--- config.mk ---
export PLATFORM = sky130hd
export DESIGN_NAME = sws_window_sum
export DESIGN_NICKNAME = d
export VERILOG_FILES = /design/src/rtl/sws_pkg.sv /design/src/rtl/sws_ctrl.sv /design/src/rtl/sws_addr_gen.sv /design/src/rtl/sws_tap_acc.sv /design/src/rtl/sws_window_sum.sv
export SDC_FILE = /design/constraint.sdc
export NUM_CORES = 1
export LEC_CHECK = 0
export ABC_AREA = 1
export BUFFER_PORTS_ARGS = -buffer_cell sky130_fd_sc_hd__buf_2
export CAP_MARGIN = 20
export CORE_ASPECT_RATIO = 1.2
export CORE_MARGIN = 2
export CORE_UTILIZATION = 45
export CTS_BUF_LIST = sky130_fd_sc_hd__clkbuf_4
export DETAILED_ROUTE_END_ITERATION = 8
export PLACE_DENSITY = 0.71
export SETUP_SLACK_MARGIN = 0.05
export SYNTH_ARGS = -nofsm -noshare
export SYNTH_HDL_FRONTEND = slang
export SYNTH_SLANG_ARGS = --single-unit
--- constraint.sdc ---
create_clock -name clk -period 9.95 [get_ports clk]
set_input_delay 0.4975 -clock clk [delete_from_list [all_inputs] [get_ports clk]]
set_output_delay 0.4975 -clock clk [all_outputs]
set_load 0.03 [all_outputs]
--- src/rtl/sws_pkg.sv ---
package sws_pkg;

    typedef enum logic [0:0] {
        SWS_IDLE = 1'b0,
        SWS_RUN  = 1'b1
    } sws_state_e;

    // width needed to hold the largest total for a given element width and depth
    function automatic int sws_acc_width(input int data_w, input int max_n);
        int terms;
        terms = (max_n > 2) ? 3 * (max_n - 2) : 1;
        return data_w + ((terms > 1) ? $clog2(terms) : 1);
    endfunction

endpackage

--- src/rtl/sws_ctrl.sv ---
module sws_ctrl
    import sws_pkg::*;
#(
    parameter int LEN_W = 7
) (
    input  logic             clk,
    input  logic             rst_n,
    input  logic             start_i,
    input  logic [LEN_W-1:0] len_i,
    input  logic             fin_i,
    output logic [LEN_W-1:0] len_q_o,
    output logic             launch_o,
    output logic             clear_o,
    output logic             busy_o,
    output logic             done_o
);

    typedef struct packed {
        sws_state_e       st;
        logic [LEN_W-1:0] len;
        logic             done;
    } ctrl_t;

    ctrl_t ctl_d, ctl_q;
    logic  accept;
    logic  short_run;

    always_comb begin
        ctl_d     = ctl_q;
        ctl_d.done = 1'b0;
        accept    = (ctl_q.st == SWS_IDLE) && start_i;
        short_run = (len_i < LEN_W'(3));
        launch_o  = 1'b0;
        clear_o   = 1'b0;
        unique case (ctl_q.st)
            SWS_IDLE: begin
                if (accept) begin
                    ctl_d.len = len_i;
                    clear_o   = 1'b1;
                    if (short_run) begin
                        ctl_d.done = 1'b1;
                    end else begin
                        launch_o = 1'b1;
                        ctl_d.st = SWS_RUN;
                    end
                end
            end
            SWS_RUN: begin
                if (fin_i) begin
                    ctl_d.done = 1'b1;
                    ctl_d.st   = SWS_IDLE;
                end
            end
            default: ctl_d.st = SWS_IDLE;
        endcase
    end

    always_ff @(posedge clk) begin
        if (!rst_n) begin
            ctl_q <= '{st: SWS_IDLE, len: '0, done: 1'b0};
        end else begin
            ctl_q <= ctl_d;
        end
    end

    assign len_q_o = ctl_q.len;
    assign busy_o  = (ctl_q.st == SWS_RUN);
    assign done_o  = ctl_q.done;

endmodule

--- src/rtl/sws_addr_gen.sv ---
module sws_addr_gen #(
    parameter int ADDR_W = 6,
    parameter int LEN_W  = ADDR_W + 1
) (
    input  logic              clk,
    input  logic              rst_n,
    input  logic              launch_i,
    input  logic [LEN_W-1:0]  len_i,
    output logic              mem_rd_o,
    output logic [ADDR_W-1:0] mem_addr_o,
    output logic              vld_o,
    output logic [ADDR_W-1:0] vidx_o,
    output logic              vlast_o
);

    typedef struct packed {
        logic              issue;
        logic [ADDR_W-1:0] idx;
        logic              vld;
        logic [ADDR_W-1:0] vidx;
        logic              vlast;
    } agen_t;

    agen_t ag_d, ag_q;
    logic  last_issue;

    always_comb begin
        ag_d       = ag_q;
        last_issue = ag_q.issue && ({1'b0, ag_q.idx} == (len_i - LEN_W'(1)));
        // return stage: tracks which index the memory answers this cycle
        ag_d.vld   = ag_q.issue;
        ag_d.vidx  = ag_q.idx;
        ag_d.vlast = last_issue;
        if (launch_i) begin
            ag_d.issue = 1'b1;
            ag_d.idx   = '0;
        end else if (ag_q.issue) begin
            if (last_issue) begin
                ag_d.issue = 1'b0;
            end else begin
                ag_d.idx = ag_q.idx + ADDR_W'(1);
            end
        end
    end

    always_ff @(posedge clk) begin
        if (!rst_n) begin
            ag_q <= '0;
        end else begin
            ag_q <= ag_d;
        end
    end

    assign mem_rd_o   = ag_q.issue;
    assign mem_addr_o = ag_q.idx;
    assign vld_o      = ag_q.vld;
    assign vidx_o     = ag_q.vidx;
    assign vlast_o    = ag_q.vlast;

endmodule

--- src/rtl/sws_tap_acc.sv ---
module sws_tap_acc #(
    parameter int DATA_W = 8,
    parameter int ADDR_W = 6,
    parameter int ACC_W  = 16
) (
    input  logic              clk,
    input  logic              rst_n,
    input  logic              clear_i,
    input  logic              vld_i,
    input  logic [ADDR_W-1:0] vidx_i,
    input  logic [DATA_W-1:0] rdata_i,
    output logic [ACC_W-1:0]  acc_o
);

    typedef struct packed {
        logic [DATA_W-1:0] tap_old;
        logic [DATA_W-1:0] tap_new;
        logic [ACC_W-1:0]  acc;
    } tap_t;

    tap_t tp_d, tp_q;
    logic [ACC_W-1:0] term;

    always_comb begin
        tp_d = tp_q;
        term = ACC_W'(rdata_i) + ACC_W'(tp_q.tap_new) + ACC_W'(tp_q.tap_old);
        if (clear_i) begin
            tp_d.acc = '0;
        end else if (vld_i) begin
            if (vidx_i >= ADDR_W'(2)) begin
                tp_d.acc = tp_q.acc + term;
            end
            tp_d.tap_old = tp_q.tap_new;
            tp_d.tap_new = rdata_i;
        end
    end

    always_ff @(posedge clk) begin
        if (!rst_n) begin
            tp_q <= '0;
        end else begin
            tp_q <= tp_d;
        end
    end

    assign acc_o = tp_q.acc;

endmodule

--- src/rtl/sws_window_sum.sv ---
module sws_window_sum
    import sws_pkg::*;
#(
    parameter int DATA_W = 8,
    parameter int ADDR_W = 6,
    localparam int MAX_N = 1 << ADDR_W,
    localparam int LEN_W = ADDR_W + 1,
    localparam int ACC_W = sws_acc_width(DATA_W, MAX_N)
) (
    input  logic              clk,
    input  logic              rst_n,
    input  logic              start_i,
    input  logic [LEN_W-1:0]  len_i,
    output logic              mem_rd_o,
    output logic [ADDR_W-1:0] mem_addr_o,
    input  logic [DATA_W-1:0] mem_rdata_i,
    output logic              busy_o,
    output logic              done_o,
    output logic [ACC_W-1:0]  sum_o
);

    logic [LEN_W-1:0]  len_q;
    logic              launch;
    logic              clear;
    logic              vld;
    logic [ADDR_W-1:0] vidx;
    logic              vlast;
    logic              fin;

    assign fin = vld && vlast;

    sws_ctrl #(.LEN_W(LEN_W)) u_ctrl (
        .clk      (clk),
        .rst_n    (rst_n),
        .start_i  (start_i),
        .len_i    (len_i),
        .fin_i    (fin),
        .len_q_o  (len_q),
        .launch_o (launch),
        .clear_o  (clear),
        .busy_o   (busy_o),
        .done_o   (done_o)
    );

    sws_addr_gen #(.ADDR_W(ADDR_W), .LEN_W(LEN_W)) u_agen (
        .clk        (clk),
        .rst_n      (rst_n),
        .launch_i   (launch),
        .len_i      (len_q),
        .mem_rd_o   (mem_rd_o),
        .mem_addr_o (mem_addr_o),
        .vld_o      (vld),
        .vidx_o     (vidx),
        .vlast_o    (vlast)
    );

    sws_tap_acc #(.DATA_W(DATA_W), .ADDR_W(ADDR_W), .ACC_W(ACC_W)) u_tap (
        .clk     (clk),
        .rst_n   (rst_n),
        .clear_i (clear),
        .vld_i   (vld),
        .vidx_i  (vidx),
        .rdata_i (mem_rdata_i),
        .acc_o   (sum_o)
    );

endmodule

==> flow_metrics.env <==
export IMPL_fp_row_count=34
export IMPL_numCtsBuffers=5
export IMPL_cpMostUsedCell="nand2_1"
export IMPL_final_nets=529
export IMPL_worstSetupStartpointType="flop"
export IMPL_critPathKind="reg -> reg"
export IMPL_core_mm2=0.00732
export IMPL_grt_pass1_vias=2735
export IMPL_fmax_ghz=0.279
export IMPL_cts_max_path_buffers=2
export IMPL_cts_root_buffer="clkbuf_4"
export IMPL_rsz0062_at_grt="false"
export IMPL_yosysWarnings=0
export IMPL_final_core_util=0.491
export IMPL_final_setup_tns_ns=0
export IMPL_routed_wl_um=6730
export IMPL_syn_avg_cell_area_um2=7.35
export IMPL_cap_violations=0
export IMPL_cts_sinks=55
export IMPL_final_max_slew_viol_count=0
export IMPL_fin_area_mm2=0.00360
export IMPL_crit_chain="ha_1, inv_1, fa_1, o21ai_0, nand2_1, nand2_1, a21oi_1, xor2_1, fa_1, inv_1, ha_1, nand2_1, nor2_1, nor2_1, nand2_1, nand2_1, nand2_1, nand2_2, or2_1, a21oi_1"
export IMPL_ys_seq_area_frac=0.322
export IMPL_portBuffers=42
export IMPL_drtIter0Drc=58
export IMPL_grt_usage=0.165
export IMPL_worst_endpoint_arrival_ns=3.93
export IMPL_viasPerCell=5.06
export IMPL_hold_ws_ns=0.329
export IMPL_gp_routability_congestion=0.872
export IMPL_slew_headroom=0.417
export IMPL_min_period_over_period=0.360
export IMPL_cpMaxStageDelayCell="fa_1"
export IMPL_io_pin_count=43
export IMPL_hpwl_um=5340
export IMPL_grt_pass1_wl_um=11300
export IMPL_syn_cell_area_mm2=0.00342
export IMPL_synth_area_leaders="dfxtp_1 (32%), inv_1 (8.2%), ha_1 (7.3%)"
export IMPL_synth_seq_cells=55
export IMPL_cp_end_kind="flop"
export IMPL_finalSetupViolCount=0
export IMPL_chipHeight_um=99.5
export IMPL_ant_nets=0
export IMPL_ctsResizeCount=0
export IMPL_synthesis_instances=465
export IMPL_hold_violations=0
export IMPL_htree_levels=2
export IMPL_worstMarginPinSlew_ns=0.871
export IMPL_worstSkewPairLatency_ns=0.40
export IMPL_mostFrequentLayoutCell="inv_1"
export IMPL_dieArea_mm2=0.00831
export IMPL_leakagePower_nw=1.75
export IMPL_worstPathRequired_ns=10.30
export IMPL_power_density_mw_per_mm2=125
export IMPL_grt_max_degree=32
export IMPL_run_status="completed"
export IMPL_dieWidth_um=83.5
export IMPL_syn2layout_area_growth_pct=5.24
export IMPL_place_ws_ns=6.16
export IMPL_diodes=0
export IMPL_synth_top_area_share=0.322
export IMPL_max_stage_delay_ns=0.48
export IMPL_worstPathMaxFanout=6
export IMPL_final_cell_mix="inv_1 (75), nand2_1 (66), dfxtp_1 (55), nor2_1 (47), a21oi_1 (46)"
export IMPL_synth_distinct_cells=37
export IMPL_grt_antenna_before_repair=0
export IMPL_postCtsSetupBuffers=0
export IMPL_worst_slack_ns=6.37
export IMPL_period_minus_slack_ns=3.58
export IMPL_fillerInstances=751
export IMPL_vias=2896
export IMPL_dr_pass1_iters=6
export IMPL_yosysTopAreaCell="dfxtp_1"
export IMPL_initial_core_util=0.467
export IMPL_ir_drop_mv=0.0605
export IMPL_hold_buffers=0
export IMPL_wl_per_cell_um=11.8
export IMPL_syn_nets=513
export IMPL_hp_class="in -> reg"
export IMPL_drcViolationCount=0
export IMPL_skew_ns=0.0232
export IMPL_cts_tree="built"
export IMPL_place_area_mm2=0.00353
export IMPL_drive_above_1_share=0.137
export IMPL_cts_clk_slew_worst_paths_ns=0.19
export IMPL_overflow=0
[worst max-delay path, delay by kind of cell (launching register included)]
family                     cells  cell delay (ns)
and+or+nand+nor               10             0.95
xor gates and xnor gates       1             0.16
adders and majority gates      4             1.40
DFF                            1             0.39
buffers and inverters          2             0.10
AOI/OAI and AO/OA              3             0.54
[cell families after synthesis]
kind of cell	count (synthesis)	synth area share
AND/OR/NAND/NOR	160	0.211
buffers and inverters	111	0.148
AO/OA/AOI/OAI	92	0.141
flip-flops	55	0.322
adder cells (fa/ha/maj)	30	0.132
XOR/XNOR	17	0.0458
[where the power goes]
| part | total (W) | switching [W] | internal [W] |
|---|---|---|---|
| Clock | 0.000115 | 0.0000827 | 0.0000323 |
| Sequential | 0.000234 | 0.00000613 | 0.000228 |
| Combinational | 0.0000991 | 0.0000624 | 0.0000368 |
[layout make-up]
type / count / area (um2) / area share
multi-input cells: 299 / 1810 / 0.503
flip-flops and latches: 55 / 1100 / 0.306
inverters: 78 / 293 / 0.0814
repair buffers: 42 / 210 / 0.0585
well taps: 90 / 113 / 0.0313
clock buffers: 5 / 37.5 / 0.0104
clock inverters: 3 / 31.3 / 0.00870
[synth_stat cells]
master and instances:
a211oi_1 1, a21boi_0 1, a21oi_1 46, a31oi_1 2, buf_1 1, buf_2 1
buf_4 23, clkbuf_1 7, clkbuf_2 1, dfxtp_1 55, fa_1 10, ha_1 20
inv_1 75, inv_2 3, nand2_1 66, nand2_2 2, nand2_4 1, nand3_1 23
nand3_2 2, nand3_4 1, nand3b_1 2, nand4_1 4, nor2_1 47, nor2_2 4
nor2_4 1, nor3_1 2, nor3b_1 2, o211ai_1 3, o21ai_0 34, o21ai_1 2
o21bai_1 3, or2_0 1, or2_1 1, or2_2 1, xnor2_1 7, xor2_1 9
xor2_2 1
[per-stage QoR]
stage                     power, W  instances
after CTS                 0.000454        572
final                     0.000448        572
after global placement    0.000334        564
after global routing      0.000475        572
after detailed placement  0.000338        564
after floorplan           0.000316        465
[sequential cells by signal, summed over array words and instances (netlist names)]
signal             count
u_agen.mem_rd_o        1
u_agen.mem_addr_o      6
u_agen.vlast_o         1
u_tap.tp_q            16
u_agen.vld_o           1
u_agen.vidx_o          5
u_ctrl.done_o          1
u_tap.acc_o           16
u_ctrl.busy_o          1
u_ctrl.len_q_o         7
[routing by layer]
layer | wire length (um) | vias up | track usage
met5 | 0 | - | 0
met1 | 2760 | 1335 | 0.176
met2 | 3580 | 67 | 0.319
met4 | 87 | 0 | 0.0608
met3 | 301 | 6 | 0.0357
li1 | - | 1488 | -
[worst paths after layout]
| path | depth (start not counted) | from | slack [ns] | to |
|---|---|---|---|---|
| setup / recovery | 20 | u_tap.tp_q[16] | 6.37 | u_tap.acc_o[10] |
| setup reg to reg | 20 | u_tap.tp_q[16] | 6.37 | u_tap.acc_o[10] |
| hold / removal | 3 | mem_rdata_i[3] | 0.33 | u_tap.tp_q[19] |
| hold reg to reg | 2 | u_agen.mem_addr_o[4] | 0.48 | u_agen.vidx_o[4] |
No activity file was read; power rests on OpenSTA's default activity.
